`config.mk`:
```
export PLATFORM = sky130hd
export DESIGN_NAME = wdg_supervisor
export DESIGN_NICKNAME = d
export VERILOG_FILES = /design/src/rtl/wdg_pkg.sv /design/src/rtl/wdg_prescaler.sv /design/src/rtl/wdg_ctrl.sv /design/src/rtl/wdg_pulse.sv /design/src/rtl/wdg_supervisor.sv
export SDC_FILE = /design/constraint.sdc
export NUM_CORES = 1
export LEC_CHECK = 0
export BUFFER_PORTS_ARGS = -buffer_cell sky130_fd_sc_hd__buf_2
export CORE_AREA = 2 2 70 72
export DETAILED_ROUTE_END_ITERATION = 8
export DIE_AREA = 0 0 72 74
export GPL_TIMING_DRIVEN = 0
export HOLD_SLACK_MARGIN = 0.08
export SYNTH_ARGS = -nofsm -noshare
export SYNTH_HDL_FRONTEND = slang
export SYNTH_HIERARCHICAL = 1
export SYNTH_SLANG_ARGS = --single-unit
export TNS_END_PERCENT = 50
```
`constraint.sdc`:
```
create_clock -name clk_i -period 5.66 [get_ports clk_i]
set_clock_uncertainty 0.05 [all_clocks]
set_input_delay 0.566 -clock clk_i [delete_from_list [all_inputs] [get_ports clk_i]]
set_output_delay 0.566 -clock clk_i [all_outputs]
set_load 0.02 [all_outputs]
```
`src/rtl/wdg_pkg.sv`:
```
package wdg_pkg;
  localparam logic REG_CTRL = 1'b0;
  localparam logic REG_STAT = 1'b1;
endpackage

```
`src/rtl/wdg_prescaler.sv`:
```
module wdg_prescaler #(
  parameter int PRESCALE = 12288
) (
  input  logic clk_i,
  input  logic rst_i,
  input  logic restart_i,
  output logic tick_o
);
  localparam int PRE_W = (PRESCALE > 1) ? $clog2(PRESCALE) : 1;
  localparam logic [PRE_W-1:0] PRE_LAST = PRE_W'(PRESCALE - 1);

  logic [PRE_W-1:0] pre_q;

  assign tick_o = (pre_q == PRE_LAST);

  always_ff @(posedge clk_i) begin
    if (rst_i || restart_i) pre_q <= '0;
    else if (tick_o)        pre_q <= '0;
    else                    pre_q <= pre_q + 1'b1;
  end

  AST_PRE_IN_RANGE: assert property (@(posedge clk_i) disable iff (rst_i)
    pre_q <= PRE_LAST);
endmodule

```
`src/rtl/wdg_ctrl.sv`:
```
module wdg_ctrl #(
  parameter int CNT_W = 7
) (
  input  logic             clk_i,
  input  logic             rst_i,
  input  logic             tick_i,
  input  logic             wr_ctrl_i,
  input  logic [CNT_W:0]   wdata_i,
  output logic             act_o,
  output logic [CNT_W-1:0] cnt_o,
  output logic             roll_o
);
  localparam logic [CNT_W-1:0] MSB_ONLY = CNT_W'(1) << (CNT_W - 1);

  // step from MSB_ONLY to MSB_ONLY-1 clears the top bit; a refresh suppresses it
  assign roll_o = tick_i && (cnt_o == MSB_ONLY) && !wr_ctrl_i;

  always_ff @(posedge clk_i) begin
    if (rst_i) begin
      act_o <= 1'b0;
      cnt_o <= '1;
    end else if (wr_ctrl_i) begin
      act_o <= act_o | wdata_i[CNT_W];
      cnt_o <= wdata_i[CNT_W-1:0];
    end else if (tick_i) begin
      cnt_o <= cnt_o - 1'b1;
    end
  end

  AST_ACT_STICKY: assert property (@(posedge clk_i) disable iff (rst_i)
    act_o |=> act_o);
  AST_WRITE_RELOAD: assert property (@(posedge clk_i) disable iff (rst_i)
    wr_ctrl_i |=> (cnt_o == $past(wdata_i[CNT_W-1:0])));
endmodule

```
`src/rtl/wdg_pulse.sv`:
```
module wdg_pulse #(
  parameter int PULSE_LEN = 62
) (
  input  logic clk_i,
  input  logic rst_i,
  input  logic trig_i,
  output logic rst_n_o
);
  localparam int PW = $clog2(PULSE_LEN + 1);
  localparam logic [PW-1:0] LOAD = PW'(PULSE_LEN - 1);

  logic [PW-1:0] left_q;

  always_ff @(posedge clk_i) begin
    if (rst_i) begin
      rst_n_o <= 1'b1;
      left_q  <= '0;
    end else if (trig_i && rst_n_o) begin
      rst_n_o <= 1'b0;
      left_q  <= LOAD;
    end else if (left_q != '0) begin
      left_q  <= left_q - 1'b1;
    end else begin
      rst_n_o <= 1'b1;
    end
  end

  // observation counter for the pulse-length check
  logic [PW:0] low_run_q;
  always_ff @(posedge clk_i) begin
    if (rst_i || rst_n_o) low_run_q <= '0;
    else                  low_run_q <= low_run_q + 1'b1;
  end

  AST_TRIG_DROPS: assert property (@(posedge clk_i) disable iff (rst_i)
    (trig_i && rst_n_o) |=> !rst_n_o);
  AST_PULSE_MAX_LEN: assert property (@(posedge clk_i) disable iff (rst_i)
    low_run_q <= (PW+1)'(PULSE_LEN));
endmodule

```
`src/rtl/wdg_supervisor.sv`:
```
module wdg_supervisor #(
  parameter int PRESCALE  = 12288,
  parameter int PULSE_LEN = 62,
  parameter int CNT_W     = 7
) (
  input  logic           clk_i,
  input  logic           rst_i,
  input  logic           por_i,
  input  logic           halt_i,
  input  logic           bus_wr_i,
  input  logic           bus_addr_i,
  input  logic [CNT_W:0] bus_wdata_i,
  output logic [CNT_W:0] bus_rdata_o,
  output logic           wdg_rst_n_o
);
  import wdg_pkg::*;

  logic             sys_rst, tick, act, roll, trig, flag_q;
  logic             wr_ctrl, wr_stat;
  logic [CNT_W-1:0] cnt;

  assign sys_rst = rst_i | por_i;
  assign wr_ctrl = bus_wr_i && (bus_addr_i == REG_CTRL);
  assign wr_stat = bus_wr_i && (bus_addr_i == REG_STAT);
  assign trig    = !sys_rst && act && (roll || halt_i);

  wdg_prescaler #(.PRESCALE(PRESCALE)) u_pre (
    .clk_i(clk_i), .rst_i(sys_rst), .restart_i(wr_ctrl), .tick_o(tick));

  wdg_ctrl #(.CNT_W(CNT_W)) u_ctrl (
    .clk_i(clk_i), .rst_i(sys_rst), .tick_i(tick), .wr_ctrl_i(wr_ctrl),
    .wdata_i(bus_wdata_i), .act_o(act), .cnt_o(cnt), .roll_o(roll));

  wdg_pulse #(.PULSE_LEN(PULSE_LEN)) u_pulse (
    .clk_i(clk_i), .rst_i(sys_rst), .trig_i(trig), .rst_n_o(wdg_rst_n_o));

  always_ff @(posedge clk_i) begin
    if (por_i)                        flag_q <= 1'b0;
    else if (trig)                    flag_q <= 1'b1;
    else if (wr_stat && !bus_wdata_i[0]) flag_q <= 1'b0;
  end

  always_ff @(posedge clk_i) begin
    if (sys_rst)                      bus_rdata_o <= '0;
    else if (bus_addr_i == REG_CTRL)  bus_rdata_o <= {act, cnt};
    else                              bus_rdata_o <= {{CNT_W{1'b0}}, flag_q};
  end

  AST_NO_RST_INACTIVE: assert property (@(posedge clk_i) disable iff (sys_rst)
    (!act && wdg_rst_n_o) |=> wdg_rst_n_o);
  AST_HALT_FIRES: assert property (@(posedge clk_i) disable iff (sys_rst)
    (act && halt_i && wdg_rst_n_o) |=> !wdg_rst_n_o);
  AST_FLAG_ON_RESET: assert property (@(posedge clk_i) disable iff (sys_rst)
    $fell(wdg_rst_n_o) |-> flag_q);
endmodule

```
==> impl_metrics.ini <==
[detailed_routing]
detail_route.wirelength.met1_mm = 1.55
detail_route.drc_violations = 0
ant_nets = 0
routed.top_layer = met4
route.detailed.vias_per_inst = 5.01
vias = 1362
first_iter_violations = 32
wirelength_mm = 3.17
firstDrtPassIters = 4
post_drt_wl_per_cell_um = 11.7
detailroute.wirelength.met3_um = 129
met2_wirelength_mm = 1.41

[hold_path]
min_delay_worst_endpoint = u_pre/pre_q[0]
holdPathStages = 1
holdCritStartpoint = u_pre/pre_q[0]
hold_path_class = flip-flop to flip-flop

[critical_path]
reg2reg_depth = 10
rr_endpoint = u_pulse/left_q[0]
critical_path.max_stage_delay_ns = 0.41
timing.critical_path.fanout_max = 9
crit_path_cell_trace = ha_1, nand4_2, nor4_2, buf_6, and4_1, or2_1, and3_2, nand2_1, a31oi_1, o211a_1
cp_data_arrival_time_ns = 2.74
end_kind = flip-flop
cp_top_family = simple AND/OR/NAND/NOR gates
cp.required_ns = 5.84
worstSetupStartpointType = flip-flop
regToRegStartpoint = u_pre/pre_q[0]
crit_start = u_pre/pre_q[0]
timing_worst_setup_path_type = flip-flop to flip-flop
reg2reg_setup_slack_ns = 3.10
path_buf_inv = 1
cp_slowest_cell = nor4_2

[timing]
relSlewSlack_pct = 39.9
setup_tns_ns = 0
max_freq_ghz = 0.391
grt_setup_unrepaired = false
slew_viol_final = 0
setup-violations-final = 0
fin_crit_sh_pct = 45.2
worst-slew-pin-transition_ns = 0.890
fin_hold_ws_ns = 0.420
hold_viol = 0
final_min_period_ns = 2.56

[global_route]
grt_start_max_net_pins = 14
globalRoute.totalOverflow = 0
grt_pass1_wl_mm = 5.52
grt_antenna_before_repair = 0
global_route.usage.total_pct = 13.5
grt_pass1_vias = 1223

[clocking]
cts_buffers = 5
cts.hold.buffers_added = 0
tritoncts = built
post-cts-setup-buffer-count = 0
clkLatencyLatePin_ns = 0.29
ctsHtreeMaxLevel = 2
ctsLongestPathBuffers = 2
clock_sinks = 38
clockRootBuffer = clkbuf_8
path_clk_slew_ns = 0.07
post_cts_resized = 0

[power]
power_density_nw_per_um2 = 326
worst_ir_drop_vdd_mv = 0.191
p_leak_nw = 0.828
total_power_mw = 0.670

[yosys]
synth_flop_cell = dfxtp_1
post_synth_cell_types = 51
yosys_warnings = 6
synth-edff-count = 0
synthesis.area_per_instance_um2 = 9.41
post_synth_inst_count = 188
mappedNetlistNets = 206
synthesis.area_um2 = 1770
synthArstFlopShare_pct = 0
synth.ff_latch_count = 38
synth_seq_area_share_pct = 43.0

[placed_design]
gp_congestion = 0.735
dpl_hpwl_mm = 2.25
numPortBuffers = 22
count_of_placed_standard_cells_including_taps = 264

[layout]
finish.utilization_pct = 44.7
diodes = 0
fillCellCount = 452
most-common-layout-cells = dfxtp_1, buf_2, nor2_1, inv_1, xnor2_1
final_cell_count_no_fill = 272
flow.area_growth_from_synthesis_pct = 16.2
drive_above_1_share_pct = 19.7
fin_nets = 235
most_frequent_standard_cell_in_the_layout_excluding_fill_and_tap_cells = dfxtp_1

[floorplan]
dieArea_um2 = 5330
coreArea_um2 = 4600
die-width_um = 72
starting_utilization_of_the_core_area_pct = 38.5
fp-row-count = 25
die_h_um = 74
io-pin-count = 23

[status]
status = finished, final reports clean

[job]
maxCapViolCount = 0
[synthesized netlist by cell type (all sizes together), types with 2 or more instances]
cell type / number / share of area (%)
xnor2: 10 / 5.0
buf: 3 / 1.6
nand2: 9 / 1.9
nand2b: 3 / 1.1
nor4: 4 / 2.6
a211o: 2 / 0.99
nor3: 7 / 2.6
or4: 2 / 1.1
a31oi: 4 / 1.4
a211oi: 3 / 1.3
nor4b: 2 / 1.8
o21ai: 2 / 0.57
nand4: 5 / 2.1
nor2b: 3 / 1.1
mux2i: 3 / 1.7
nand3: 6 / 1.7
nor3b: 6 / 2.5
and2: 8 / 2.8
nor2: 21 / 4.6
o31ai: 2 / 0.85
dfxtp: 38 / 43
xor2: 3 / 1.5
inv: 12 / 2.5
and3: 3 / 1.1
ha: 4 / 2.8
a21oi: 7 / 2.0
[report_power, final]
| group | switching [mW] | internal [mW] | total [mW] |
|---|---|---|---|
| registers | 0.0175 | 0.284 | 0.302 |
| clock network | 0.0954 | 0.130 | 0.225 |
| logic | 0.0711 | 0.0722 | 0.143 |
| total | 0.184 | 0.486 | 0.670 |
[sequential cells by signal, summed over array words and instances (netlist names)]
register         flops
u_pre/pre_q         14
u_pulse/rst_n_o      1
u_ctrl/act_o         1
u_ctrl/cnt_o         7
flag_q               1
u_pulse/left_q       6
bus_rdata_o          8
[layout make-up]
class	count	area [um^2]	area share (%)
buffer	4	31.3	1.52
clock buffer	5	68.8	3.35
clock inverter	3	40.0	1.95
inverter	12	45.0	2.19
multi-input combinational	134	932	45.3
sequential	38	761	37.0
tap	54	67.6	3.29
timing repair buffer	22	110	5.36
[cell families (layout without fill, tap and decap cells)]
kind of cell,count (synthesis),after routing,share of synthesized area (%)
AO/OA/AOI/OAI,28,28,11.0
XOR/XNOR,13,13,6.44
adder cells (fa/ha/maj),4,4,2.83
buffers and inverters,16,46,4.31
flip-flops,38,38,43.0
multiplexers,3,3,1.70
AND/OR/NAND/NOR,86,86,30.7
[stage by stage]
| stage | cell area, um^2 | setup slack [ns] |
|---|---|---|
| finish | 2060 | 3.10 |
| global route | 2060 | 2.82 |
| CTS | 2060 | 3.05 |
| detailed placement | 1950 | 3.10 |
| global placement | 1950 | 3.10 |
| floorplan | 1770 | 3.42 |
[worst max-delay path by stage]
stage	to	slack, ns	depth (start not counted)
2_1_floorplan	u_pulse/left_q[0]	3.42	10
3_3_place_gp	u_pulse/left_q[0]	3.10	10
3_5_place_dp	u_pulse/left_q[0]	3.10	10
4_1_cts	u_pulse/left_q[0]	3.05	10
5_1_grt	u_pulse/left_q[0]	2.82	10
6_report	u_pulse/left_q[0]	3.10	10
[layer usage]
| metal | global-route usage (%) | vias up |
|---|---|---|
| met5 | 0 | - |
| met3 | 4.34 | 7 |
| met2 | 20.6 | 20 |
| met1 | 17.2 | 611 |
| li1 | - | 724 |
| met4 | 6.92 | 0 |
No activity file was read; power rests on OpenSTA's default activity.
